$ cat config.mk
export PLATFORM = sky130hd
export DESIGN_NAME = bkpl_slave_regs
export DESIGN_NICKNAME = d
export VERILOG_FILES = /design/src/rtl/bkpl_pkg.sv /design/src/rtl/bkpl_decode.sv /design/src/rtl/bkpl_regs.sv /design/src/rtl/bkpl_slave_regs.sv
export SDC_FILE = /design/constraint.sdc
export NUM_CORES = 1
export LEC_CHECK = 0
export ABC_AREA = 1
export BUFFER_PORTS_ARGS = -buffer_cell sky130_fd_sc_hd__buf_2
export CAP_MARGIN = 20
export CORE_MARGIN = 4
export CORE_UTILIZATION = 35
export CTS_CLUSTER_DIAMETER = 100
export DETAILED_ROUTE_END_ITERATION = 6
export PLACE_DENSITY_LB_ADDON = 0.1
export SYNTH_ARGS = -nofsm -noshare
export SYNTH_HDL_FRONTEND = slang
export SYNTH_SLANG_ARGS = --single-unit
$ cat constraint.sdc
create_clock -name clk_i -period 4.5 [get_ports clk_i]
set_clock_uncertainty 0.1 [all_clocks]
set_input_delay 0 -clock clk_i [delete_from_list [all_inputs] [get_ports clk_i]]
set_output_delay 0 -clock clk_i [all_outputs]
set_load 0.02 [all_outputs]
$ cat src/rtl/bkpl_pkg.sv
package bkpl_pkg;
  localparam int ADDR_W = 24;
  localparam int DATA_W = 32;
  localparam int BASE_W = 16;
  localparam int OFF_W  = ADDR_W - BASE_W;

  typedef enum logic [2:0] {
    SEL_NONE, SEL_CFG, SEL_CTL, SEL_RST, SEL_FIFO
  } sel_e;

  localparam logic [OFF_W-1:0] OFF_CFG  = 8'h00;
  localparam logic [OFF_W-1:0] OFF_CTL  = 8'h04;
  localparam logic [OFF_W-1:0] OFF_RST  = 8'h08;
  localparam logic [OFF_W-1:0] OFF_FIFO = 8'h10;

  function automatic logic am_ok(input logic [5:0] am);
    return (am == 6'h3E) || (am == 6'h3D) || (am == 6'h3A) || (am == 6'h39);
  endfunction
endpackage

$ cat src/rtl/bkpl_decode.sv
module bkpl_decode
  import bkpl_pkg::*;
(
  input  logic [ADDR_W-1:0] addr_i,
  input  logic [5:0]        am_i,
  input  logic [BASE_W-1:0] base_i,
  input  logic              busy_i,
  output logic              ready_o,
  output sel_e              sel_o
);
  logic hit;
  assign hit = am_ok(am_i) && (addr_i[ADDR_W-1:OFF_W] == base_i);

  always_comb begin
    unique case (addr_i[OFF_W-1:0])
      OFF_CFG:  sel_o = SEL_CFG;
      OFF_CTL:  sel_o = SEL_CTL;
      OFF_RST:  sel_o = SEL_RST;
      OFF_FIFO: sel_o = SEL_FIFO;
      default:  sel_o = SEL_NONE;
    endcase
  end

  // FIFO port stalls while acquisition owns the FIFO
  assign ready_o = hit && !(busy_i && (sel_o == SEL_FIFO));
endmodule

$ cat src/rtl/bkpl_regs.sv
module bkpl_regs
  import bkpl_pkg::*;
#(
  parameter logic [1:0] REVISION = 2'd3,
  parameter logic [1:0] VERSION  = 2'd2
) (
  input  logic              clk_i,
  input  logic              rst_ni,
  input  logic              wr_i,
  input  sel_e              sel_i,
  input  logic [DATA_W-1:0] wdata_i,
  input  logic              busy_i,
  input  logic              rx_ready_i,
  input  logic [11:0]       trig_cnt_i,
  input  logic              fifo_full_i,
  input  logic              fifo_empty_i,
  input  logic [11:0]       fifo_cnt_i,
  output logic [DATA_W-1:0] rdata_o,
  output logic              sw_trig_o,
  output logic              trig_dis_o,
  output logic [4:0]        delay_code_o,
  output logic [2:0]        trig_delay_o,
  output logic [1:0]        mode_o,
  output logic [7:0]        low_lim_o,
  output logic [7:0]        high_lim_o,
  output logic              mod_reset_o,
  output logic              rx_reset_o
);
  logic unused_wdata;
  assign unused_wdata = ^wdata_i[15:10];

  logic clr_all;
  assign clr_all = wr_i && (sel_i == SEL_RST) && wdata_i[0];

  always_ff @(posedge clk_i or negedge rst_ni) begin
    if (!rst_ni) begin
      delay_code_o <= '0;
      trig_delay_o <= '0;
      mode_o       <= '0;
      low_lim_o    <= '0;
      high_lim_o   <= '0;
      trig_dis_o   <= 1'b0;
      rx_reset_o   <= 1'b0;
      sw_trig_o    <= 1'b0;
      mod_reset_o  <= 1'b0;
    end else begin
      sw_trig_o   <= wr_i && (sel_i == SEL_CTL) && wdata_i[0];
      mod_reset_o <= clr_all;
      if (clr_all) begin
        delay_code_o <= '0;
        trig_delay_o <= '0;
        mode_o       <= '0;
        low_lim_o    <= '0;
        high_lim_o   <= '0;
        trig_dis_o   <= 1'b0;
        rx_reset_o   <= 1'b0;
      end else if (wr_i) begin
        case (sel_i)
          SEL_CFG: begin
            delay_code_o <= wdata_i[4:0];
            trig_delay_o <= wdata_i[7:5];
            mode_o       <= wdata_i[9:8];
            low_lim_o    <= wdata_i[23:16];
            high_lim_o   <= wdata_i[31:24];
          end
          SEL_CTL: trig_dis_o <= wdata_i[2];
          SEL_RST: rx_reset_o <= wdata_i[1];
          default: ;
        endcase
      end
    end
  end

  always_comb begin
    case (sel_i)
      SEL_CFG: rdata_o = {high_lim_o, low_lim_o, VERSION, REVISION, 2'b00,
                          mode_o, trig_delay_o, delay_code_o};
      SEL_CTL: rdata_o = {fifo_cnt_i, 2'b00, fifo_empty_i, fifo_full_i,
                          trig_cnt_i, 1'b0, trig_dis_o, rx_ready_i, busy_i};
      SEL_RST: rdata_o = {30'd0, rx_reset_o, 1'b0};
      default: rdata_o = '0;
    endcase
  end

  assert_cfg_hold_R4: assert property (@(posedge clk_i) disable iff (!rst_ni)
    !$past(wr_i) |-> ($stable(delay_code_o) && $stable(mode_o) && $stable(high_lim_o)));
  assert_trig_pulse_R5: assert property (@(posedge clk_i) disable iff (!rst_ni)
    sw_trig_o |=> !sw_trig_o);
  assert_reset_clears_R7: assert property (@(posedge clk_i) disable iff (!rst_ni)
    mod_reset_o |-> (!rx_reset_o && !trig_dis_o && mode_o == 2'b00));
endmodule

$ cat src/rtl/bkpl_slave_regs.sv
module bkpl_slave_regs
  import bkpl_pkg::*;
#(
  parameter logic [1:0] REVISION = 2'd3,
  parameter logic [1:0] VERSION  = 2'd2
) (
  input  logic               clk_i,
  input  logic               rst_ni,
  input  logic [23:0]        addr_i,
  input  logic [5:0]         am_i,
  input  logic               as_i,
  input  logic               ds_i,
  input  logic               write_i,
  input  logic [31:0]        wdata_i,
  output logic [31:0]        rdata_o,
  output logic               ack_o,
  input  logic [15:0]        base_sw_i,
  input  logic               busy_i,
  input  logic               rx_ready_i,
  input  logic [11:0]        trig_cnt_i,
  input  logic               fifo_full_i,
  input  logic               fifo_empty_i,
  input  logic [11:0]        fifo_cnt_i,
  input  logic [31:0]        fifo_rdata_i,
  output logic               fifo_rd_o,
  output logic               fifo_wr_o,
  output logic [31:0]        fifo_wdata_o,
  output logic               sw_trig_o,
  output logic               trig_dis_o,
  output logic [4:0]         delay_code_o,
  output logic [2:0]         trig_delay_o,
  output logic [1:0]         mode_o,
  output logic [7:0]         low_lim_o,
  output logic [7:0]         high_lim_o,
  output logic               mod_reset_o,
  output logic               rx_reset_o
);
  sel_e              sel;
  logic              ready;
  logic              accept;
  logic [DATA_W-1:0] reg_rdata;

  bkpl_decode u_dec (
    .addr_i  (addr_i),
    .am_i    (am_i),
    .base_i  (base_sw_i),
    .busy_i  (busy_i),
    .ready_o (ready),
    .sel_o   (sel)
  );

  // one access per strobe: accept only from idle
  assign accept = !ack_o && as_i && ds_i && ready;

  bkpl_regs #(.REVISION(REVISION), .VERSION(VERSION)) u_regs (
    .clk_i        (clk_i),
    .rst_ni       (rst_ni),
    .wr_i         (accept && write_i),
    .sel_i        (sel),
    .wdata_i      (wdata_i),
    .busy_i       (busy_i),
    .rx_ready_i   (rx_ready_i),
    .trig_cnt_i   (trig_cnt_i),
    .fifo_full_i  (fifo_full_i),
    .fifo_empty_i (fifo_empty_i),
    .fifo_cnt_i   (fifo_cnt_i),
    .rdata_o      (reg_rdata),
    .sw_trig_o    (sw_trig_o),
    .trig_dis_o   (trig_dis_o),
    .delay_code_o (delay_code_o),
    .trig_delay_o (trig_delay_o),
    .mode_o       (mode_o),
    .low_lim_o    (low_lim_o),
    .high_lim_o   (high_lim_o),
    .mod_reset_o  (mod_reset_o),
    .rx_reset_o   (rx_reset_o)
  );

  always_ff @(posedge clk_i or negedge rst_ni) begin
    if (!rst_ni) begin
      ack_o        <= 1'b0;
      rdata_o      <= '0;
      fifo_rd_o    <= 1'b0;
      fifo_wr_o    <= 1'b0;
      fifo_wdata_o <= '0;
    end else begin
      fifo_rd_o <= accept && !write_i && (sel == SEL_FIFO);
      fifo_wr_o <= accept && write_i && (sel == SEL_FIFO);
      if (accept) begin
        ack_o   <= 1'b1;
        rdata_o <= write_i ? '0 : ((sel == SEL_FIFO) ? fifo_rdata_i : reg_rdata);
        if (write_i && sel == SEL_FIFO) fifo_wdata_o <= wdata_i;
      end else if (!ds_i) begin
        ack_o <= 1'b0;
      end
    end
  end

  assert_am_legal_R1: assert property (@(posedge clk_i) disable iff (!rst_ni)
    $rose(ack_o) |-> ($past(am_i) == 6'h3E || $past(am_i) == 6'h3D ||
                      $past(am_i) == 6'h3A || $past(am_i) == 6'h39));
  assert_base_match_R2: assert property (@(posedge clk_i) disable iff (!rst_ni)
    $rose(ack_o) |-> ($past(addr_i[23:8]) == $past(base_sw_i)));
  assert_ack_needs_strobe_R3: assert property (@(posedge clk_i) disable iff (!rst_ni)
    $rose(ack_o) |-> $past(as_i && ds_i));
  assert_ack_release_R3: assert property (@(posedge clk_i) disable iff (!rst_ni)
    (ack_o && !ds_i) |=> !ack_o);
  assert_one_pulse_R8: assert property (@(posedge clk_i) disable iff (!rst_ni)
    $onehot0({fifo_rd_o, fifo_wr_o, sw_trig_o, mod_reset_o}));
  assert_fifo_idle_R9: assert property (@(posedge clk_i) disable iff (!rst_ni)
    (fifo_rd_o || fifo_wr_o) |-> !$past(busy_i));
endmodule

==> impl_summary.log <==
[metrics] antenna violations before repair: 0
[metrics] net switching component of the power: 428.8 uW
[metrics] CTS root buf: clkbuf_16
[metrics] area growth from synthesis to layout: 54.96%
[metrics] crit path kind: input port to flip-flop
[metrics] height of the die: 124.5 um
[metrics] effective utilization at floorplan: between 30% and 40%
[metrics] clock network fraction of total power: ~45%
[metrics] number of routed nets with antenna violations: 0
[metrics] maximum number of pins on one net before global-route repair: 53
[metrics] category of the worst setup path launch point: input port
[metrics] net count after synthesis: 793
[metrics] number of clock sinks seen by CTS: 97
[metrics] critical path buffer and inverter count: 5
[metrics] Die X: ~120 um
[metrics] maximum buffer depth of the clock tree: 2
[metrics] number of buffers inserted during clock tree synthesis: 9
[metrics] worst endpoint data arrival time: about 3.2 ns
[metrics] Tcrit/Tclk final: between 60% and 70%
[metrics] number of cells after detailed placement: between 1,000 and 1,500
[metrics] number of nets in the layout: ~1,100
[metrics] average instance area after synthesis: between 7 and 8 sq um
[metrics] internal power: ~1500 uW
[metrics] vias per cell: ~4.6
[metrics] post-synthesis cell count: 650
[metrics] HPWL after detailed placement: roughly 12,000 um
[metrics] top-count cell post-synth: nand2_1
[metrics] power share of the sequential group: a little under half
[metrics] DR DRC count: 0
[metrics] later-pin clock latency in the skew report: about 0.35 ns
[metrics] # port buffers: approximately 240
[metrics] crit path capture type: flip-flop
[metrics] worst vdd rail ir drop: roughly 0.18 mV
[metrics] Power per Cell Area: 259.2 nW/um^2
[metrics] Die ar.: ~15,000 sq um
[metrics] leakage power of the design: 0.004278 uW
[metrics] Cell Count, Final, Fillers Out: about 1,200
[metrics] count of cells along the worst register-to-register path: 12
[metrics] synth top area cells: dfrtp_1 51%, nand2_1 22%, nor2_1 5.9%, inv_1 5.2%, o21ai_0 5.1%
[metrics] CP max-delay cell: nand2_1
[metrics] Slew HR: between 30% and 40%
[metrics] setup TNS: 0 ns
[metrics] number of max-cap violations: 0
[metrics] Routed wire per std cell: 14.70 um
[metrics] all-layer global routing usage: 21.71%
[metrics] routed vias: 5,291
[metrics] proportion of power drawn by combinational gates: about 9.0%
[metrics] Worst Hold End: u_regs.rx_reset_o$_DFFE_PN0P_
[metrics] Iter 0 DRT Violations: ~250
[metrics] Commonest cells post-synth: 280 x nand2_1, 97 x dfrtp_1, 74 x nor2_1, 66 x inv_1, 48 x o21ai_0
[metrics] overall routed net length: around 17,000 um
[metrics] max-slew violation count: 0
[metrics] Final min period: between 3 and 4 ns
[metrics] last weighted congestion value of the routability-driven placer: around 0.83
[metrics] library cell occupying the most area in the post-synthesis netlist: dfrtp_1
[metrics] Post-synth EDFFs: 0
[metrics] worst path cell trace: dlygate4sd3_1 -> buf_2 -> inv_1 -> nand3_1 -> nor2_4 -> nand2_1 -> nor2_2 -> nor2_4 -> nand2_1 -> inv_1 -> nand3_1 -> nand3_1 -> dlygate4sd3_1
[metrics] buffers inserted during post-CTS setup optimization: 0
[metrics] critical path required time: 4.63 ns
[metrics] area share of the largest cell type after synthesis: 51.13%
[metrics] proportion of layout cells with a drive suffix above 1: 27.33%
[metrics] peak fanout along the critical path: 27
[metrics] final setup violation count: 0
[metrics] start point of the worst hold path: addr_i[5]
[metrics] clock tree from TritonCTS: done
[metrics] vias in the first global route: 5,332
[metrics] final count of hold timing violations: 0
[metrics] R2R Setup Slk: ~1.5 ns
[metrics] Core ar.: ~13,000 sq um
[metrics] stage delay of the slowest cell on the critical path: between 0.5 and 0.6 ns
[metrics] fraction of the yosys area taken by sequential cells: approximately half
[metrics] first-pass iteration count of the detailed router: 4
[metrics] fraction of synthesis flops using an asynchronous set or reset pin: between 90% and 100%
[metrics] worst-margin pin slew: approximately 0.95 ns
[metrics] Sw Share: 22.49%
[metrics] worst hold-check path type: input port to flip-flop
[metrics] worst hold path cell count: 6
[metrics] number of rows created at floorplan: 42
[metrics] status: finished, final reports clean
[metrics] post-CTS clock slew at the launch and capture registers of the worst setup and hold paths: about 0.070 ns
[metrics] FF-to-FF Start: ack_o$_DFFE_PN0P_
[metrics] maximum level of the CTS H-tree: 3
[metrics] I/O pin count: between 200 and 250
[metrics] global-route wire length before repair: 27,300 um
[metrics] Critical Path Most Common Cell: nand3_1
[metrics] highest achievable clock rate: between 300 and 400 MHz
[metrics] RR Endpoint: rdata_o[1]$_DFFE_PN0N_
[metrics] most used flip-flop cell after synthesis: dfrtp_1
[metrics] Unique masters post-synth: 28
[metrics] post-route setup slack: roughly 1.4 ns
[metrics] number of flip-flops and latches in the synthesized netlist: a little under 100
[metrics] total congestion overflow: 0
[metrics] cell area after synthesis: ~4700 sq um
[metrics] setup repair after global routing missed its margin: false
[metrics] cell family with most CP delay: buffers and inverters
[metrics] Place WS: between 1 and 1.5 ns
[metrics] total number of yosys warnings: 0
## worst register-to-register path, delay by kind of cell, from the launching register on
family	cells	cell delay, ns
buffers and inverters	3	1.05
DFF	1	0.40
and+or+nand+nor	9	1.42
## final cells by class
cell class / count / area, sq um
timing repair buffer: 336 / 2185
inverter: 69 / 259.0
sequential: 97 / 2427
fill: 1278 / 5887
tap: 176 / 220.2
multi-input combinational: 459 / 1924
clock inverter: 6 / 98.84
clock buffer: 10 / 239.0
antenna: 1 / 2.502
## state kept, by name, summed over array words and instances (netlist names)
signal and count:
fifo_wr_o 1, u_regs.mod_reset_o 1, fifo_wdata_o 32, ack_o 1, u_regs.delay_code_o 5, u_regs.low_lim_o 8
fifo_rd_o 1, u_regs.trig_dis_o 1, rdata_o 32, u_regs.mode_o 2, u_regs.high_lim_o 8, u_regs.rx_reset_o 1
u_regs.sw_trig_o 1, u_regs.trig_delay_o 3
## stage by stage
stage,util [%],power (uW),hold slack [ns],cell area [sq um]
final,55.55,1907,0.01738,7356
after global routing,55.53,1986,0.05123,7353
after CTS,55.32,1931,0.0003237,7326
after detailed placement,45.66,1010,-0.05269,6047
after global placement,45.66,1008,-0.05685,6047
after floorplan,-,914.9,-0.3956,4747
## kinds of logic (layout without fill, tap and decap cells)
family | after synthesis | count (layout) | share of synthesized area [%]
DFF | 97 | 97 | 51.13
AOI/OAI and AO/OA | 77 | 77 | 8.646
xor gates and xnor gates | 2 | 2 | 0.3691
other | 0 | 1 | 0
and+or+nand+nor | 380 | 380 | 31.52
buffers and inverters | 94 | 421 | 8.329
## how the worst max path moves through the flow
stage | start | to | slack [ns] | cells after the start
detailed placement | addr_i[7] | u_regs.low_lim_o[0]$_DFFE_PN0P_ | 1.44 | 8
global placement | addr_i[7] | u_regs.delay_code_o[1]$_DFFE_PN0P_ | 1.51 | 8
global route | addr_i[2] | u_regs.low_lim_o[3]$_DFFE_PN0P_ | 1.10 | 8
CTS | addr_i[3] | rdata_o[1]$_DFFE_PN0N_ | 1.40 | 13
floorplan | ack_o$_DFFE_PN0P_ | u_regs.delay_code_o[1]$_DFFE_PN0P_ | 2.71 | 12
finish | addr_i[3] | rdata_o[1]$_DFFE_PN0N_ | 1.44 | 13
## power by group through the flow
stage          Combinational [uW]  Sequential, uW  Clock, uW
3_5_place_dp                  122             888          0
2_1_floorplan                26.5             888          0
3_3_place_gp                  120             888          0
5_1_grt                       191             871        924
6_report                      172             871        864
4_1_cts                       172             871        888
## cell usage in the layout, fill, tap and decap left out, types with 2 or more instances in the layout
cell / n
buf_4: 4
nor2_1: 74
buf_2: 237
nor2_2: 2
xor2_1: 2
inv_2: 2
a21oi_1: 22
bufinv_16: 2
inv_6: 2
nand2_1: 280
inv_1: 66
a22o_1: 2
nor3_1: 2
nand3_1: 13
nor2_4: 2
nand4_1: 3
clkbuf_16: 9
o21ai_0: 48
dfrtp_1: 97
a221oi_1: 3
dlygate4sd3_1: 94
## timing repair
action / 4_1_cts / 5_1_grt
resized for setup: 0 / 0
endpoints found under the hold margin: 140 / 0
hold buffers: 94 / 0
## metal layers
layer / share of wire, % / vias up / wire length [um] / GRT usage, %
met3: 6.2 / 29 / 1050 / 4.760
met5: 0 / - / 0 / 0
met1: 45 / 2442 / 7640 / 28.75
met4: 2.4 / 0 / 413 / 8.253
li1: - / 2631 / - / -
met2: 46 / 189 / 7856 / 34.83
(Power assumes the default switching activity.)
